`config.mk`:
```
export PLATFORM = sky130hd
export DESIGN_NAME = irq_gather_top
export DESIGN_NICKNAME = d
export VERILOG_FILES = /design/src/rtl/irqg_pkg.sv /design/src/rtl/irqg_sync.sv /design/src/rtl/irqg_regs.sv /design/src/rtl/irqg_line.sv /design/src/rtl/irq_gather_top.sv
export SDC_FILE = /design/constraint.sdc
export NUM_CORES = 1
export LEC_CHECK = 0
export BUFFER_PORTS_ARGS = -buffer_cell sky130_fd_sc_hd__buf_2
export CORE_AREA = 3 3 125 127
export CTS_CLUSTER_SIZE = 40
export DETAILED_ROUTE_END_ITERATION = 8
export DIE_AREA = 0 0 128 130
export SYNTH_ARGS = -nofsm -noshare
export SYNTH_HDL_FRONTEND = slang
export SYNTH_HIERARCHICAL = 1
export SYNTH_SLANG_ARGS = --single-unit
```
`constraint.sdc`:
```
create_clock -name clk -period 4.8 [get_ports clk]
set_clock_uncertainty 0.2 [all_clocks]
set_input_delay 1.2 -clock clk [delete_from_list [all_inputs] [get_ports clk]]
set_output_delay 1.2 -clock clk [all_outputs]
set_load 0.005 [all_outputs]
```
`src/rtl/irqg_pkg.sv`:
```
package irqg_pkg;

    // Byte offsets of the register file
    localparam int OFS_CTL = 'h00;
    localparam int OFS_ENA = 'h04;
    localparam int OFS_STS = 'h08;
    localparam int OFS_CLR = 'h0C;
    localparam int OFS_POL = 'h10;

    // Per-line request state
    typedef enum logic {
        LN_IDLE = 1'b0,
        LN_PEND = 1'b1
    } line_state_t;

endpackage

```
`src/rtl/irqg_sync.sv`:
```
module irqg_sync #(
    parameter int W      = 18,
    parameter int STAGES = 2
) (
    input  logic         clk,
    input  logic         rst_n,
    input  logic [W-1:0] d_i,
    output logic [W-1:0] q_o
);

    logic [W-1:0] stg [STAGES];

    always_ff @(posedge clk or negedge rst_n) begin
        if (!rst_n) begin
            for (int s = 0; s < STAGES; s++) stg[s] <= '0;
        end else begin
            stg[0] <= d_i;
            for (int s = 1; s < STAGES; s++) stg[s] <= stg[s-1];
        end
    end

    assign q_o = stg[STAGES-1];

endmodule

```
`src/rtl/irqg_regs.sv`:
```
module irqg_regs
    import irqg_pkg::*;
#(
    parameter int N_LINES = 18,
    parameter int DATA_W  = 32,
    parameter int ADDR_W  = 5
) (
    input  logic               clk,
    input  logic               rst_n,
    input  logic               bus_sel,
    input  logic               bus_wr,
    input  logic [ADDR_W-1:0]  bus_addr,
    input  logic [DATA_W-1:0]  bus_wdata,
    input  logic [N_LINES-1:0] sts_i,
    output logic               ctl_en_o,
    output logic               ctl_edge_o,
    output logic [N_LINES-1:0] ena_o,
    output logic [N_LINES-1:0] pol_o,
    output logic [N_LINES-1:0] clr_o,
    output logic [DATA_W-1:0]  bus_rdata
);

    localparam int PAD_W = DATA_W - N_LINES;
    localparam int EN_B  = DATA_W - 1;
    localparam int EDG_B = DATA_W - 2;

    localparam logic [ADDR_W-1:0] A_CTL = ADDR_W'(OFS_CTL);
    localparam logic [ADDR_W-1:0] A_ENA = ADDR_W'(OFS_ENA);
    localparam logic [ADDR_W-1:0] A_STS = ADDR_W'(OFS_STS);
    localparam logic [ADDR_W-1:0] A_CLR = ADDR_W'(OFS_CLR);
    localparam logic [ADDR_W-1:0] A_POL = ADDR_W'(OFS_POL);

    logic wr_stb;
    logic unused_wbits;

    assign wr_stb       = bus_sel && bus_wr;
    assign unused_wbits = ^bus_wdata[EDG_B-1:N_LINES];

    always_ff @(posedge clk or negedge rst_n) begin
        if (!rst_n) begin
            ctl_en_o   <= 1'b0;
            ctl_edge_o <= 1'b0;
            ena_o      <= '0;
            pol_o      <= '1;
        end else if (wr_stb) begin
            if (bus_addr == A_CTL) begin
                ctl_en_o   <= bus_wdata[EN_B];
                ctl_edge_o <= bus_wdata[EDG_B];
            end
            if (bus_addr == A_ENA) ena_o <= bus_wdata[N_LINES-1:0];
            if (bus_addr == A_POL) pol_o <= bus_wdata[N_LINES-1:0];
        end
    end

    // One-cycle write-one-to-clear pulse vector
    assign clr_o = (wr_stb && bus_addr == A_CLR) ? bus_wdata[N_LINES-1:0] : '0;

    always_comb begin
        bus_rdata = '0;
        unique case (bus_addr)
            A_CTL:   begin
                         bus_rdata[EN_B]  = ctl_en_o;
                         bus_rdata[EDG_B] = ctl_edge_o;
                     end
            A_ENA:   bus_rdata = {{PAD_W{1'b0}}, ena_o};
            A_STS:   bus_rdata = {{PAD_W{1'b0}}, sts_i};
            A_POL:   bus_rdata = {{PAD_W{1'b0}}, pol_o};
            default: bus_rdata = '0;
        endcase
    end

endmodule

```
`src/rtl/irqg_line.sv`:
```
module irqg_line
    import irqg_pkg::*;
(
    input  logic clk,
    input  logic rst_n,
    input  logic act_i,
    input  logic gen_en_i,
    input  logic edge_mode_i,
    input  logic clr_i,
    output logic pend_o
);

    line_state_t state_q, state_d;
    logic        act_q;
    logic        hit;

    // Request qualifier: level or rising transition, gated by master enable
    assign hit = gen_en_i && (edge_mode_i ? (act_i && !act_q) : act_i);

    always_comb begin
        state_d = state_q;
        unique case (state_q)
            LN_IDLE: if (hit)            state_d = LN_PEND;
            LN_PEND: if (clr_i && !hit)  state_d = LN_IDLE;
        endcase
    end

    always_ff @(posedge clk or negedge rst_n) begin
        if (!rst_n) begin
            state_q <= LN_IDLE;
            act_q   <= 1'b0;
        end else begin
            state_q <= state_d;
            act_q   <= act_i;
        end
    end

    always_comb begin
        pend_o = (state_q == LN_PEND);
    end

endmodule

```
`src/rtl/irq_gather_top.sv`:
```
module irq_gather_top
    import irqg_pkg::*;
#(
    parameter int N_LINES     = 18,
    parameter int DATA_W      = 32,
    parameter int ADDR_W      = 5,
    parameter int SYNC_STAGES = 2
) (
    input  logic               clk,
    input  logic               rst_n,
    input  logic [N_LINES-1:0] irq_lines,
    input  logic               bus_sel,
    input  logic               bus_wr,
    input  logic [ADDR_W-1:0]  bus_addr,
    input  logic [DATA_W-1:0]  bus_wdata,
    output logic [DATA_W-1:0]  bus_rdata,
    output logic               irq_out
);

    logic [N_LINES-1:0] line_sync;
    logic [N_LINES-1:0] line_act;
    logic [N_LINES-1:0] sts_vec;
    logic [N_LINES-1:0] ena_vec;
    logic [N_LINES-1:0] pol_vec;
    logic [N_LINES-1:0] clr_vec;
    logic               ctl_en;
    logic               ctl_edge;

    irqg_sync #(.W(N_LINES), .STAGES(SYNC_STAGES)) u_sync (
        .clk   (clk),
        .rst_n (rst_n),
        .d_i   (irq_lines),
        .q_o   (line_sync)
    );

    irqg_regs #(.N_LINES(N_LINES), .DATA_W(DATA_W), .ADDR_W(ADDR_W)) u_regs (
        .clk        (clk),
        .rst_n      (rst_n),
        .bus_sel    (bus_sel),
        .bus_wr     (bus_wr),
        .bus_addr   (bus_addr),
        .bus_wdata  (bus_wdata),
        .sts_i      (sts_vec),
        .ctl_en_o   (ctl_en),
        .ctl_edge_o (ctl_edge),
        .ena_o      (ena_vec),
        .pol_o      (pol_vec),
        .clr_o      (clr_vec),
        .bus_rdata  (bus_rdata)
    );

    // Polarity 1: high is active; polarity 0: low is active
    assign line_act = ~(line_sync ^ pol_vec);

    for (genvar i = 0; i < N_LINES; i++) begin : g_line
        irqg_line u_line (
            .clk         (clk),
            .rst_n       (rst_n),
            .act_i       (line_act[i]),
            .gen_en_i    (ctl_en),
            .edge_mode_i (ctl_edge),
            .clr_i       (clr_vec[i]),
            .pend_o      (sts_vec[i])
        );
    end

    assign irq_out = ctl_en && |(ena_vec & sts_vec);

endmodule

```
Yosys cells after proc, flatten, opt, wreduce, memory -nomap -nowiden
Index checks and enable logic that the tools add are counted.

Register bits after elaboration: 110. Input port bits: 59. Word-level logic and storage cells: 240.

Equality and inequality tests: 4. Muxes and demuxes: 75. Bitwise gates (word level): 21. Reduce and logical (&&, ||, !) cells: 98.

Operators by type and width (number): $logic_and A1 B1 Y1 (57); $mux W1 (54); $pmux W18 S3 (1); $logic_not A1 Y1 (36); $pmux W1 S2 (18); $and A18 B18 Y18 (1); $mux W18 (1); $not A1 Y1 (18); $not A18 Y18 (1); $reduce_or A18 Y1 (1); $xor A18 B18 Y18 (1); $eq A5 B4 Y1 const B (2); $reduce_and A2 Y1 (3); $eq A5 B3 Y1 const B (1); $eq A5 B5 Y1 const B (1); $logic_not A5 Y1 (1); $mux W2 (1).

Depth between registers and ports, before layout
Depth in word-level cells: 9. Depth in mapped cells: 7. Mapped depth without buffers: 5.

By module
The synthesis kept the hierarchy.

Modules (own cells, without submodules): irqg_regs (instances 1, cells each 170, area each 2145.8 µm²); irqg_line (instances 18, cells each 5, area each 67.6 µm²); irqg_sync (instances 1, cells each 54, area each 1036.0 µm²); irq_gather_top (instances 1, cells each 30, area each 266.5 µm²).

Worst setup path after synthesis
OpenSTA, ideal clock, no wires.

Kind: in2out. Start: in bus_addr[1]. End: out bus_rdata[14]. Arrival: 2085 ps. Data required time: 3400 ps. Setup slack: 1315 ps. Stages on the path: 4. Path buffers: 2. Path through: or3_1 > buf_2 > clkbuf_1 > o2bb2ai_1.

Word-level cells in the longest chain between the ends: 2.

RTL lines: start: declaration (RTL line irq_gather_top.sv:14) `input logic [ADDR_W-1:0] bus_addr,`; $eq A5 B5 Y1, or another cell as far along (RTL line irqg_regs.sv:60) `unique case (bus_addr)`; $pmux W18 S3 * (RTL line irqg_regs.sv:60); end: declaration (RTL line irq_gather_top.sv:16) `output logic [DATA_W-1:0] bus_rdata,`.

Mark *: on every way between the ends. The rest lies on a longest branch, timed or not.

Final worst setup path
Start: in bus_addr[1]. End: out bus_rdata[11].

The elaborated chain is that of the path after synthesis.

==> flow_metrics.py <==
metrics = {
    "worst_setup_path": {
        "worstSetupEndpointType": "output pin",
        "worstPathRequired_ns": 3.40,
        "slowest_stage": "or3_1",
        "path_max_fanout": 19,
        "cpMostUsedCell": "buf_2",
        "critPathArrivalTime_ns": 2.71,
        "crit_chain": "buf_2, or3_1, o2bb2ai_1, buf_2",
        "critical_path.max_stage_delay_ns": 0.79,
        "path_class": "in2out",
        "critPathLaunchType": "input pin",
    },
    "clocking": {
        "numClockSinks": 110,
        "cts_hold_buf": 0,
        "cts_tree": "done",
        "cts_max_path_buffers": 2,
        "cts_setup_buffers": 0,
        "cts_max_level": 3,
        "post_cts_resized": 0,
        "path_clk_slew_ns": 0.07,
        "numCtsBuffers": 9,
        "root_buffer": "clkbuf_16",
        "clk_latency_ns": 0.35,
    },
    "synth": {
        "synthAdderAreaFrac_pct": 0,
        "synthTopCellsByCount": "dfrtp_1, buf_4, mux2_2",
        "yosys.area_share.simple_pct": 6.60,
        "syn_avg_cell_area_um2": 13.6,
        "yosys-mux-area-fraction_pct": 9.98,
        "yosys.area.top_type_share_pct": 49.4,
        "synth_top_cell_by_area": "dfrtp_1",
        "synthTopCellsByArea": "dfrtp_1, dfstp_2, mux2_2",
        "yosysSeqAreaShare_pct": 59.5,
        "ys_seq_elements": 110,
        "async_flop_share_pct": 100,
        "ys.warnings.count": 6,
        "synth-compound-area-share_pct": 12.2,
        "synthDistinctLibCells": 34,
        "synth.most_common_cell": "dfrtp_1",
        "syn_inst": 344,
        "synth_xor_area_share_pct": 3.38,
        "ys.flop_type": "dfrtp_1",
        "synth_top_family_by_area": "compound AO/OA/AOI/OAI gates",
        "synth_area_um2": 4660,
        "synth_edf_count": 0,
    },
    "global_route": {
        "grt_max_degree": 55,
        "grt.overflow.total": 0,
        "grt.total_usage_pct": 13.0,
        "grt_pass1_vias": 3060,
        "antenna_found_initial": 1,
        "grt_pass1_wl_mm": 16.4,
    },
    "finish": {
        "fin_nets": 455,
        "drive_gt1_share_pct": 37.7,
        "n_fill_cell": 1411,
        "n_antenna_cell": 0,
        "area_delta_synth_final_pct": 14.1,
        "final_area_um2": 5320,
    },
    "placed_design": {
        "portBuffers": 67,
        "place_area_um2": 4990,
        "hpwl_mm": 6.66,
        "place_congestion": 0.725,
    },
    "route": {
        "post-route-drc-count": 0,
        "dr.pass1.iters": 4,
        "m1WireLength_mm": 4.46,
        "vias_per_cell": 4.76,
        "drt_iter0_markers": 218,
        "ant_nets": 0,
        "wl_mm": 10.3,
        "vias": 2785,
        "top_layer_used": "met5",
        "routedWlPerCell_um": 17.6,
        "dr_wl_met2_mm": 4.97,
        "wl_met3_um": 593,
    },
    "die": {
        "die_area_um2": 16600,
        "fp.dieH_um": 130,
        "die_x_um": 128,
        "floorplan.initialDensity_pct": 32.1,
        "io_pins": 92,
        "rows": 44,
        "fp.coreArea_um2": 14500,
    },
    "sta": {
        "timing.final.crit_share_pct": 85.6,
        "fin_setup_tns_ns": 0,
        "fmax_mhz": 244,
        "max_slew_margin_pct": 30.9,
        "period_needed_ns": 4.11,
        "setup_viol": 0,
        "whs_ns": 0.148,
        "worst_pin_slew_ns": 1.04,
        "hold_viol_final": 0,
        "rsz0062_at_grt": "false",
        "drv_slew": 0,
    },
    "pwr": {
        "total_power_w": 0.00227,
        "p_per_area_nw_per_um2": 427,
        "p_leak_nw": 2.27,
        "vdd_drop_max_v": 0.000151,
    },
    "job": {
        "drv_cap": 0,
    },
    "worst_hold_path": {
        "hold_class": "reg2reg",
    },
    "status": {
        "outcome": "completed",
    },
}
==> through the flow <==
step           cells  utilization (%)  worst slack (ns)
2_1_floorplan    355                -              1.32
3_3_place_gp     569             34.4             0.688
3_5_place_dp     569             34.4             0.689
4_1_cts          585             36.6             0.689
5_1_grt          585             36.6             0.651
6_report         585             36.6             0.694
==> final timing paths <==
path                                                            to  slack, ns  cells after the start                           from
worst max-delay path                                 bus_rdata[11]       0.69                      4                    bus_addr[1]
worst max register to register  g_line[12].u_line/pend_o$_DFF_PN0_       3.10                      2  u_regs/ctl_edge_o$_DFFE_PN0P_
min in group asynchronous                 u_sync/stg[25]$_DFF_PN0_       0.70                      1                          rst_n
worst min-delay path                       u_sync/q_o[3]$_DFF_PN0_       0.15                      0       u_sync/stg[21]$_DFF_PN0_
worst min register to register             u_sync/q_o[3]$_DFF_PN0_       0.15                      0       u_sync/stg[21]$_DFF_PN0_
max in group asynchronous              u_regs/pol_o[5]$_DFFE_PN1P_       2.79                      2                          rst_n
==> registers in the layout, summed over array words and instances (netlist names) <==
signal,cells
u_sync/stg,18
u_regs/ctl_en_o,1
g_line.u_line/pend_o,18
u_sync/q_o,18
u_regs/pol_o,18
u_regs/ctl_edge_o,1
u_regs/ena_o,18
g_line.u_line/act_q,18
==> layout by cell type (no fill, tap or decap), types with 2 or more instances in the layout <==
master / count
mux2_4: 10
a22o_1: 2
a221oi_2: 2
buf_2: 66
clkbuf_8: 2
conb_1: 12
clkinv_2: 2
xnor2_1: 18
a22oi_1: 22
a32o_1: 18
dfstp_2: 18
dfrtp_1: 92
and2_1: 18
nor2_1: 2
nand2_1: 19
inv_1: 18
and3_1: 3
bufinv_16: 2
o2bb2ai_1: 18
clkbuf_16: 9
buf_4: 6
nand4_1: 2
mux2_2: 28
==> final cells by class <==
class	count	area [um2]	area share, %
inverters	18	67.6	1.27
multi-input cells	185	1550	29.1
flip-flops and latches	110	2780	52.2
clock inverters	4	70.1	1.32
well taps	184	230	4.33
clock buffers	12	256	4.82
repair buffers	72	375	7.05
==> layer usage <==
metal,GRT usage [%],up-vias
met5,0,-
met4,5.24,2
met3,3.81,20
met2,21.7,80
met1,16.0,1397
li1,-,1286
==> critical path: cells and delay by family <==
family	cells	cell delay, ns
AOI/OAI and AO/OA	1	0.42
buffers and inverters	2	0.28
and+or+nand+nor	1	0.79
==> cells by family after synthesis <==
logic type             after synthesis
AO/OA/AOI/OAI                       64
AND/OR/NAND/NOR                     53
other                                1
XOR/XNOR                            18
multiplexers                        38
flip-flops                         110
buffers and inverters               60
==> power breakdown <==
part           switching, W  internal [W]  total, W
Combinational      0.000116      0.000153  0.000269
Sequential         0.000117       0.00108   0.00120
Clock              0.000323      0.000484  0.000807
Total              0.000555       0.00172   0.00227
(Power assumes the default switching activity.)
